File: src/rtl/bip8_pkg.sv
package bip8_pkg;
  localparam int unsigned BYTE_W = 8;

  // fold one byte into a running lane parity
  function automatic logic [BYTE_W-1:0] bip_fold(input logic [BYTE_W-1:0] acc,
                                                 input logic [BYTE_W-1:0] din);
    return acc ^ din;
  endfunction

  // apply the error-injection control to a finished parity value
  function automatic logic [BYTE_W-1:0] bip_polarity(input logic [BYTE_W-1:0] par,
                                                     input logic inv);
    return inv ? ~par : par;
  endfunction
endpackage

File: src/rtl/bip8_accum.sv
module bip8_accum #(
  parameter int unsigned W = bip8_pkg::BYTE_W
) (
  input  logic         clk,
  input  logic         rst_n,
  input  logic         vld,
  input  logic         sof,
  input  logic [W-1:0] din,
  output logic [W-1:0] acc_o,
  output logic [W-1:0] held_o,
  output logic         started_o,
  output logic         close_o,
  output logic [W-1:0] src_o
);
  logic         started_q;
  logic [W-1:0] acc_q;
  logic [W-1:0] held_q;
  logic         boundary;
  logic [W-1:0] finished;

  assign boundary = vld & sof;
  assign finished = started_q ? acc_q : '0;

  // one register per bit lane
  for (genvar i = 0; i < W; i++) begin : g_lane
    always_ff @(posedge clk) begin
      if (!rst_n)        acc_q[i] <= 1'b0;
      else if (vld)      acc_q[i] <= sof ? din[i] : (acc_q[i] ^ din[i]);
    end
  end

  always_ff @(posedge clk) begin
    if (!rst_n) begin
      started_q <= 1'b0;
      held_q    <= '0;
    end else if (boundary) begin
      started_q <= 1'b1;
      held_q    <= finished;
    end
  end

  assign acc_o     = acc_q;
  assign held_o    = held_q;
  assign started_o = started_q;
  assign close_o   = boundary & started_q;
  assign src_o     = boundary ? finished : held_q;
endmodule

File: src/rtl/bip8_insert.sv
module bip8_insert #(
  parameter int unsigned W = bip8_pkg::BYTE_W
) (
  input  logic         clk,
  input  logic         rst_n,
  input  logic         slot,
  input  logic         inv,
  input  logic [W-1:0] src,
  output logic [W-1:0] byte_o,
  output logic         stb_o
);
  import bip8_pkg::*;
  logic [W-1:0] byte_q;
  logic         stb_q;

  always_ff @(posedge clk) begin
    if (!rst_n) begin
      byte_q <= '0;
      stb_q  <= 1'b0;
    end else begin
      stb_q <= slot;
      if (slot) byte_q <= bip_polarity(src, inv);
    end
  end

  assign byte_o = byte_q;
  assign stb_o  = stb_q;
endmodule

File: src/rtl/bip8_section_gen.sv
module bip8_section_gen (
  input  logic       clk,
  input  logic       rst_n,
  input  logic       scr_vld,
  input  logic       scr_sof,
  input  logic [7:0] scr_byte,
  input  logic       b1_slot,
  input  logic       par_invert,
  output logic [7:0] b1_byte,
  output logic       b1_stb
);
  localparam int unsigned W = bip8_pkg::BYTE_W;

  logic [W-1:0] acc_w;
  logic [W-1:0] held_w;
  logic         started_w;
  logic         close_w;
  logic [W-1:0] src_w;

  bip8_accum #(.W(W)) u_accum (
    .clk(clk), .rst_n(rst_n), .vld(scr_vld), .sof(scr_sof), .din(scr_byte),
    .acc_o(acc_w), .held_o(held_w), .started_o(started_w), .close_o(close_w),
    .src_o(src_w)
  );

  bip8_insert #(.W(W)) u_insert (
    .clk(clk), .rst_n(rst_n), .slot(b1_slot), .inv(par_invert), .src(src_w),
    .byte_o(b1_byte), .stb_o(b1_stb)
  );
endmodule

File: config.mk
export PLATFORM = sky130hd
export DESIGN_NAME = bip8_section_gen
export DESIGN_NICKNAME = d
export VERILOG_FILES = /design/src/rtl/bip8_pkg.sv /design/src/rtl/bip8_accum.sv /design/src/rtl/bip8_insert.sv /design/src/rtl/bip8_section_gen.sv
export SDC_FILE = /design/constraint.sdc
export NUM_CORES = 1
export LEC_CHECK = 0
export BUFFER_PORTS_ARGS = -buffer_cell sky130_fd_sc_hd__buf_2
export CAP_MARGIN = 20
export CORE_UTILIZATION = 40
export CTS_BUF_LIST = sky130_fd_sc_hd__clkbuf_4 sky130_fd_sc_hd__clkbuf_8
export DETAILED_ROUTE_END_ITERATION = 7
export GPL_TIMING_DRIVEN = 1
export PLACE_DENSITY = 0.6
export REMOVE_ABC_BUFFERS = 1
export SLEW_MARGIN = 20
export SYNTH_ARGS = -nofsm -noshare
export SYNTH_HDL_FRONTEND = slang
export SYNTH_SLANG_ARGS = --single-unit
File: constraint.sdc
create_clock -name clk -period 1.05 [get_ports clk]
set_input_delay 0.0525 -clock clk [delete_from_list [all_inputs] [get_ports clk]]
set_output_delay 0.0525 -clock clk [all_outputs]
set_load 0.02 [all_outputs]
==> metrics.cfg, run 1 <==
[critical_path]
max_stage_delay_ns = 0.37
crit_slowest_cell = dfxtp_2
cp_max_fo = 3
r2r_cells = 3
worstPathArrival_ns = 1.25
timing.critical_path.cells = mux2_2 > a22oi_1 > nor2b_1
required_ns = 1.29
cp.depth = 3
critical_path_class = reg2reg
path_buf_inv = 0
end_kind = register
crit_family = flip-flops
startpoint_type = register

[cells_and_area]
seqCellArea_um2 = 523
num_antenna_cells = 0
fin_util = 0.519
area_delta_synth_final_pct = 22.5
fin_cells = 179
layout-drive-gt1-share = 0.270
multiInputGateArea_um2 = 604
final_nets = 163
fillers = 263

[run_status]
status = finished, final reports clean

[global_route]
grt_antenna_before_repair = 0
grt_overflow = 0
grt_pass1_vias = 936
grt_usage = 0.167
grt_pass1_wl_um = 4240
grt_max_degree = 18

[timing]
rsz0062_at_grt = yes
setup_tns_ns = 0
fin_hold_ws_ns = 0.0139
finalWorstSetupSlack_ns = 0.0438
clock_skew_ns = 0.0176
post-route-period-util = 0.958
finalSetupViolCount = 0
period_needed_ns = 1.01
maxSlewViolCount = 0
tightestPinTransition_ns = 0.348
max_slew_margin = 0.767
fmax_mhz = 994
hold_viol_final = 0

[floorplanning]
die_h_um = 56.1
ios = 23
die_w_um = 56.1
dieArea_um2 = 3140
rows = 19
coreArea_um2 = 2760
start_util = 0.424

[power]
p_per_area_nw_per_um2 = 1410
peakVddDrop_uv = 827
intPower_mw = 1.55
seqPwrFrac = 0.525
combPwrFrac = 0.134
leakage_nw = 0.538
p_clk_frac = 0.342
swShare = 0.233
p_switching_mw = 0.471

[routing]
drtAntennaViolNets = 0
route.detailed.drc = 0
totalWireLength_um = 2390
wire_per_inst_um = 13.3
drt_iter0_drc = 27
vias = 1010
firstDrtPassIters = 4
viasPerCell = 5.64

[synthesis]
synthesis.area_um2 = 1170
synth.ff_latch_count = 26
synth_top_area_share = 0.445
async_flop_share = 0
synthTopCellsByArea = dfxtp_1 45%, nor2b_1 9.1%, a211o_1 6.0%, and4_1 6.0%, nand3b_1 5.8%
syn_avg_cell_area_um2 = 9.66
synthFlopType = dfxtp_1
synth.most_common_cell = dfxtp_1
synthCells = 121
synth_edf_count = 0
netlist_top_cells_count = 26 x dfxtp_1, 17 x nor2b_1, 9 x a21oi_1, 9 x nand3b_1
ys_types = 19
ys_seq_area_frac = 0.445
yosysTopAreaCell = dfxtp_1
ys_warn_count = 0

[place]
placed_cells = 174
routabilityCongestion = 0.727
io_buffer_count = 22
place_hpwl_um = 1670
post-place-ws_ns = 0.0362

[clock_tree]
htreeDepth = 1
cts-buffers-inserted = 3
cts_tree = yes
clkSlewWorstSetupHoldPaths_ns = 0.16
insertion_delay_ns = 0.33
cts_max_path_buffers = 2
root_buffer = clkbuf_4
numClockSinks = 26

[run]
cap_violations = 0

[hold_path]
hold_class = in2reg
hold_path_depth = 3

[cells by family (layout without fill, tap and decap cells)]
family / count (synthesis) / in the layout / synth area share
simple gates: 44 / 44 / 0.261
compound gates: 41 / 41 / 0.243
flops: 26 / 26 / 0.445
buf+inv: 9 / 36 / 0.0407
mux: 1 / 1 / 0.00964
[cell type report]
class / count / area share
Multi-Input combinational cell: 86 / 0.422
Clock buffer: 3 / 0.0157
Timing Repair Buffer: 32 / 0.149
Sequential cell: 26 / 0.365
Clock inverter: 1 / 0.0210
Tap cell: 31 / 0.0271
[through the flow]
stage | instance area [µm²] | power [mW]
after CTS | 1430 | 2.04
after global placement | 1360 | 1.34
final | 1430 | 2.02
after detailed placement | 1360 | 1.35
after global routing | 1430 | 2.11
after floorplan | 1120 | 1.21
[worst reg2reg max path: stages, from the launching register on]
cell,delay [ns]
dfxtp_2,0.37
mux2_2,0.32
a22oi_1,0.17
nor2b_1,0.06
[power by group through the flow]
stage / clock (mW) / sequential (mW) / combinational [mW]
6_report: 0.691 / 1.06 / 0.270
5_1_grt: 0.738 / 1.07 / 0.300
3_3_place_gp: 0 / 1.08 / 0.261
4_1_cts: 0.708 / 1.06 / 0.270
2_1_floorplan: 0 / 1.10 / 0.104
3_5_place_dp: 0 / 1.08 / 0.266
[final timing paths]
| path | from | endpoint | slack, ns |
|---|---|---|---|
| worst max-delay path | u_accum.acc_o[4]$_SDFFE_PN0P_ | u_accum.acc_o[4]$_SDFFE_PN0P_ | 0.04 |
| worst min-delay path | scr_byte[7] | u_accum.acc_o[7]$_SDFFE_PN0P_ | 0.01 |
| worst max register to register | u_accum.acc_o[4]$_SDFFE_PN0P_ | u_accum.acc_o[4]$_SDFFE_PN0P_ | 0.04 |
| worst min register to register | u_insert.byte_o[6]$_SDFFE_PN0P_ | u_insert.byte_o[6]$_SDFFE_PN0P_ | 0.52 |
[repair_timing]
action                     4_1_cts  5_1_grt
buffers inserted                 0        0
hold endpoints to repair         1        0
setup endpoints to repair        0       11
resized for setup                0        3
hold buffers                     1        0
[registers in the layout, indices dropped and copies added (netlist names)]
name,count
u_insert.stb_o,1
u_insert.byte_o,8
u_accum.held_o,8
u_accum.started_o,1
u_accum.acc_o,8
[routing by layer]
metal,vias to the layer above,GRT usage,part of all wire
met4,0,0.0627,0.0080
met3,2,0.0256,0.035
met5,-,0,0
met1,478,0.240,0.52
li1,512,-,-
met2,18,0.253,0.44
[placed cells by master, fill, tap and decap left out, drive strengths merged]
master / netlist / routed
a211o: 8 / 8
a21oi: 9 / 9
a22oi: 1 / 1
a32oi: 7 / 7
and2: 1 / 1
and4: 8 / 8
buf: 4 / 31
bufinv: 0 / 1
clkbuf: 5 / 3
dfxtp: 26 / 26
dlygate4sd3: 0 / 1
mux2: 1 / 1
nand2: 1 / 1
nand2b: 7 / 7
nand3: 1 / 1
nand3b: 9 / 9
nor2b: 17 / 17
o211ai: 8 / 8
o21ai: 8 / 8
Power figures use the tool's default switching activity.
==> inputs of run 2 (changes only) <==
--- a/config.mk
+++ b/config.mk
@@ -5,13 +5,13 @@
 export SDC_FILE = /design/constraint.sdc
 export NUM_CORES = 1
 export LEC_CHECK = 0
-export BUFFER_PORTS_ARGS = -buffer_cell sky130_fd_sc_hd__buf_2
+export BUFFER_PORTS_ARGS = -buffer_cell sky130_fd_sc_hd__clkbuf_2
 export CAP_MARGIN = 20
-export CORE_UTILIZATION = 40
+export CORE_UTILIZATION = 45
 export CTS_BUF_LIST = sky130_fd_sc_hd__clkbuf_4 sky130_fd_sc_hd__clkbuf_8
 export DETAILED_ROUTE_END_ITERATION = 7
 export GPL_TIMING_DRIVEN = 1
-export PLACE_DENSITY = 0.6
+export PLACE_DENSITY = 0.66
 export REMOVE_ABC_BUFFERS = 1
 export SLEW_MARGIN = 20
 export SYNTH_ARGS = -nofsm -noshare
==> run 2 against run 1 <==
  * Core utilization up 4.5 points
  * Power down 9.7%
  * Flip-flop and latch count unchanged
  * Maximum frequency down 1.6%
  * Global-route usage up 2.3 points
  * Worst setup slack worse by 0.016 ns
  * Sequential power about the same
  * Clock skew down 0.016 ns
  * Largest power group unchanged
  * Non-clock buffer count down 2
  * Final cell count down 1.7%
  * Clock-buffer cell count up 1
  * Critical endpoint unchanged
==> metrics.cfg, run 2 (synthesized netlist as in run 1, its figures left out) <==
[run_status]
status = finished, final reports clean

[global_route]
use_met2 = 0.302  ; +0.0483
top_usage_layer = met2
grtUsageMet3 = 0.0259  ; +0.000281
use_met1 = 0.251  ; +0.0107
grt_pass1_wl_um = 3910  ; -7.8%
grt_pass1_vias = 911  ; -2.7%
grt_antenna_before_repair = 0  ; unchanged
grt_overflow = 0  ; unchanged
grt_max_degree = 17  ; -1
grt_usage = 0.190  ; +0.0227

[run]
cap_violations = 0  ; unchanged

[clock_tree]
cts_max_path_buffers = 2  ; unchanged
cts_tree = yes
clkSlewWorstSetupHoldPaths_ns = 0.14  ; -0.02 ns
cts-buffers-inserted = 3  ; unchanged
htreeDepth = 1  ; unchanged
numClockSinks = 26  ; unchanged
root_buffer = clkbuf_4
insertion_delay_ns = 0.31  ; -0.02 ns

[floorplanning]
ios = 23  ; unchanged
die_h_um = 53.0  ; -5.5%
die_w_um = 53.0  ; -5.5%
coreArea_um2 = 2450  ; -11%
rows = 18  ; -1
dieArea_um2 = 2800  ; -11%
start_util = 0.476  ; +0.0523

[place]
place_hpwl_um = 1740  ; +4.1%
placed_area_um2 = 1330  ; -2.1%
post-place-ws_ns = 0.0123  ; -0.0239 ns
routabilityCongestion = 0.668  ; -8.1%
io_buffer_count = 22  ; unchanged

[cells_and_area]
final_cell_mix = 24 x dfxtp_1, 22 x clkbuf_2, 17 x nor2b_1, 9 x a21oi_1, 9 x nand3b_1
layout_commonest_cell = dfxtp_1
layout-drive-gt1-share = 0.267  ; -0.00315
fin_util = 0.564  ; +0.0452
final_nets = 161  ; -1.2%
area_delta_synth_final_pct = 18.5
num_antenna_cells = 0  ; unchanged
stdcell_area_um2 = 1390  ; -3.2%

[critical_path]
startpoint_type = register
worstPathArrival_ns = 1.25  ; about the same
cp_max_fo = 3  ; unchanged
end_kind = register
critical_path_class = reg2reg
required_ns = 1.27  ; -0.02 ns

[timing]
fmax_mhz = 978  ; -1.6%
max_slew_margin = 0.756  ; -0.0119
rsz0062_at_grt = yes
maxSlewViolCount = 0  ; unchanged
tightestPinTransition_ns = 0.366  ; +0.0179 ns
finalSetupViolCount = 0  ; unchanged
period_needed_ns = 1.02  ; +0.0164 ns
setup_tns_ns = 0  ; unchanged
finalWorstSetupSlack_ns = 0.0274  ; -0.0164 ns
hold_viol_final = 0  ; unchanged
post-route-period-util = 0.974  ; +0.0156
clock_skew_ns = 0.00155  ; -0.0160 ns

[routing]
firstDrtPassIters = 4  ; unchanged
vias = 1004  ; -0.59%
drtAntennaViolNets = 0  ; unchanged
totalWireLength_um = 2420  ; +1.6%
wire_per_inst_um = 13.8  ; +3.4%
viasPerCell = 5.70  ; +1.1%
route.detailed.drc = 0  ; unchanged
drt_iter0_drc = 10  ; -63%

[hold_path]
hold_class = in2reg

[power]
p_per_area_nw_per_um2 = 1320  ; -6.7%
power_mw = 1.83  ; -9.7%
peakVddDrop_uv = 857  ; +3.6%
leakage_nw = 0.516  ; -4.1%

==> run 2: per-stage QoR <==
step	instances	hold slack [ns]
floorplan	112	0.174
global placement	171	0.347
detailed placement	171	0.357
CTS	175	0.0177
global route	176	0.00791
finish	176	0.0220
==> run 2: worst paths after layout <==
kind	startpoint	end	slack, ns	depth (start not counted)
setup / recovery	u_accum.acc_o[4]$_SDFFE_PN0P_	u_accum.acc_o[4]$_SDFFE_PN0P_	0.03	3
hold / removal	scr_byte[4]	u_accum.acc_o[4]$_SDFFE_PN0P_	0.02	3
hold reg to reg	u_insert.byte_o[1]$_SDFFE_PN0P_	u_insert.byte_o[1]$_SDFFE_PN0P_	0.52	2
setup reg to reg	u_accum.acc_o[4]$_SDFFE_PN0P_	u_accum.acc_o[4]$_SDFFE_PN0P_	0.03	3
==> run 2: area by class of cell <==
cell class / count / area (µm²)
fill: 244 / 1070
multi-input combinational: 86 / 606
sequential: 26 / 523
timing repair buffer: 30 / 183
tap: 30 / 37.5
clock buffer: 4 / 36.3
==> run 2: worst max-delay path, stage by stage (launching register included) <==
cell and delay, ns:
dfxtp_2 0.37, mux2_2 0.34, a22oi_2 0.17, nor2b_1 0.06
==> run 2: where the power goes <==
group | switching, mW | internal [mW] | total [mW]
sequential | 0.0297 | 1.03 | 1.06
combinational | 0.139 | 0.124 | 0.263
clock | 0.288 | 0.212 | 0.500
total | 0.457 | 1.37 | 1.83
==> run 2: repair_timing <==
| item | 4_1_cts | 5_1_grt |
|---|---|---|
| hold buffers | 0 | 0 |
| pin swaps | 0 | 0 |
| setup buffers | 0 | 1 |
| setup endpoints to repair | 2 | 2 |
| gates resized for setup | 2 | 1 |
==> run 2: layer usage <==
metal	wire length, µm	share of wire	vias to the layer above
li1	-	-	508
met1	1200	0.50	479
met2	1130	0.47	15
met3	69	0.028	2
met4	19	0.0078	0
met5	0	0	-
==> inputs of run 3 (changes only) <==
--- a/config.mk
+++ b/config.mk
@@ -7,13 +7,15 @@
 export LEC_CHECK = 0
 export BUFFER_PORTS_ARGS = -buffer_cell sky130_fd_sc_hd__clkbuf_2
 export CAP_MARGIN = 20
+export CORE_MARGIN = 1.5
 export CORE_UTILIZATION = 45
 export CTS_BUF_LIST = sky130_fd_sc_hd__clkbuf_4 sky130_fd_sc_hd__clkbuf_8
 export DETAILED_ROUTE_END_ITERATION = 7
 export GPL_TIMING_DRIVEN = 1
-export PLACE_DENSITY = 0.66
+export PLACE_DENSITY = 0.65
 export REMOVE_ABC_BUFFERS = 1
 export SLEW_MARGIN = 20
 export SYNTH_ARGS = -nofsm -noshare
 export SYNTH_HDL_FRONTEND = slang
+export SYNTH_HIERARCHICAL = 1
 export SYNTH_SLANG_ARGS = --single-unit
==> run 3 against run 2 <==
  * Clock skew rose by 0.0072 ns
  * Largest power group unchanged
  * Sequential power barely moved
  * Flip-flop and latch count did not move
  * Maximum frequency rose by 6.6%
  * First-iteration DRC count rose to 3.9 times the previous value
  * Via count rose by 2.7%
  * Largest cell class unchanged
  * Core utilization fell by 2.4 points
  * Power rose by 13%
==> metrics.cfg, run 3 <==
[critical_path]
critical_path_class = reg2reg
r2r-start = u_accum/started_o$_SDFFE_PN0P_
timing.critical_path.cells = nand4_1 > nand2_1 > xnor2_1 > a21oi_1
startpoint_type = register
worstPathArrival_ns = 1.18  ; -0.07 ns
crit_slowest_cell = dfxtp_4
worstSetupStartpoint = u_accum/started_o$_SDFFE_PN0P_
required_ns = 1.27  ; about the same
cp_max_fo = 9  ; +6
max_stage_delay_ns = 0.41  ; +0.04 ns
end_kind = register

[clock_tree]
insertion_delay_ns = 0.32  ; about the same
cts_max_path_buffers = 2  ; unchanged
root_buffer = clkbuf_4
postCtsSetupBuffers = 0  ; unchanged
cts_tree = yes
cts-buffers-inserted = 3  ; unchanged
htreeDepth = 1  ; unchanged
clkSlewWorstSetupHoldPaths_ns = 0.14  ; about the same
numClockSinks = 26  ; unchanged

[place]
io_buffer_count = 22  ; unchanged
post-place-ws_ns = -0.0268  ; -0.0391 ns
place_hpwl_um = 1640  ; -6.0%
routabilityCongestion = 0.744  ; +11%
placed_cells = 185  ; +8.2%

[run_status]
status = finished, final reports clean

[routing]
totalWireLength_um = 2330  ; -3.7%
viasPerCell = 5.31  ; -6.8%
firstDrtPassIters = 4  ; unchanged
vias = 1031  ; +2.7%
wire_per_inst_um = 12.0  ; -13%
drt_iter0_drc = 39  ; +29
route.detailed.drc = 0  ; unchanged
drtAntennaViolNets = 0  ; unchanged

[floorplanning]
rows = 19  ; +1
dieArea_um2 = 3250  ; +16%
die_w_um = 57.0  ; +7.6%
start_util = 0.476  ; about the same
die_h_um = 57.0  ; +7.6%
ios = 23  ; unchanged
coreArea_um2 = 2760  ; +12%

[cells_and_area]
final_cell_mix = 25 x nand2_1, 25 x dfxtp_1, 22 x clkbuf_2, 17 x a21oi_1
fin_util = 0.540  ; -0.0238
final_nets = 178  ; +11%
area_delta_synth_final_pct = 13.5
fin_cells = 194  ; +10%
num_antenna_cells = 0  ; unchanged
layout-drive-gt1-share = 0.294  ; +0.0274

[power]
p_per_area_nw_per_um2 = 1380  ; +4.9%
peakVddDrop_uv = 1450  ; +69%
leakage_nw = 0.619  ; +20%
power_mw = 2.06  ; +13%

[timing]
finalSetupViolCount = 0  ; unchanged
max_slew_margin = 0.724  ; -0.0314
fin_hold_ws_ns = 0.0150  ; -0.00704 ns
finalWorstSetupSlack_ns = 0.0907  ; +0.0632 ns
period_needed_ns = 0.959  ; -0.0632 ns
post-route-period-util = 0.914  ; -0.0602
rsz0062_at_grt = no
tightestPinTransition_ns = 0.414  ; +0.0482 ns
clock_skew_ns = 0.00872  ; +0.00717 ns
hold_viol_final = 0  ; unchanged
fmax_mhz = 1040  ; +6.6%
maxSlewViolCount = 0  ; unchanged

[global_route]
grt_max_degree = 23  ; +6
grt_pass1_wl_um = 4030  ; +3.0%
grt_usage = 0.155  ; -0.0350
grt_pass1_vias = 940  ; +3.2%
grt_antenna_before_repair = 0  ; unchanged
grt_overflow = 0  ; unchanged

[run]
cap_violations = 0  ; unchanged

[hold_path]
min_from = scr_byte[3]
hold_class = in2reg

[synthesis]
synthCells = 139  ; +15%
synthesis.area_um2 = 1310  ; +12%
ys_warn_count = 6  ; +6
syn_avg_cell_area_um2 = 9.44  ; -2.2%

[run 3: repair_timing]
| item | CTS | global route |
|---|---|---|
| hold buffers | 4 | 1 |
| gates resized for setup | 1 | 1 |
| endpoints found under the hold margin | 4 | 1 |
| endpoints found under the setup margin | 7 | 2 |
[run 3: routing by layer]
| layer | up-vias | wire (µm) | track usage |
|---|---|---|---|
| met5 | - | 0 | 0 |
| met4 | 0 | 17 | 0.0399 |
| met3 | 2 | 105 | 0.0454 |
| met2 | 23 | 1040 | 0.263 |
| met1 | 469 | 1170 | 0.194 |
| li1 | 537 | - | - |
[run 3: final cells by class]
type,count,area [µm²]
Multi-Input combinational cell,99,664
Sequential cell,26,524
Clock inverter,1,30.0
Fill cell,271,1270
Timing Repair Buffer,32,198
Clock buffer,3,22.5
Tap cell,31,38.8
Inverter,2,12.5
[run 3: worst paths after layout]
check                                    end  slack (ns)  cells past startpoint
min reg2reg    u_accum/acc_o[3]$_SDFFE_PN0P_        0.51                      2
min            u_accum/acc_o[3]$_SDFFE_PN0P_        0.02                      3
max          u_insert/byte_o[2]$_SDFFE_PN0P_        0.09                      4
max reg2reg  u_insert/byte_o[2]$_SDFFE_PN0P_        0.09                      4
[run 3: metrics by stage]
stage | setup TNS, ns | area, µm²
after floorplan | 0 | 1200
after global placement | -0.0247 | 1380
after detailed placement | -0.116 | 1380
after CTS | 0 | 1480
after global routing | 0 | 1490
final | 0 | 1490
[run 3: power breakdown]
part           switching, mW  internal [mW]
Sequential            0.0326           1.04
Clock                  0.291          0.386
Combinational          0.176          0.137
[run 3: critical path, delay by kind of cell (launching register included)]
family	cells	cell delay, ns
xor+xnor	1	0.13
compound gates	1	0.08
simple gates	2	0.25
flops	1	0.41
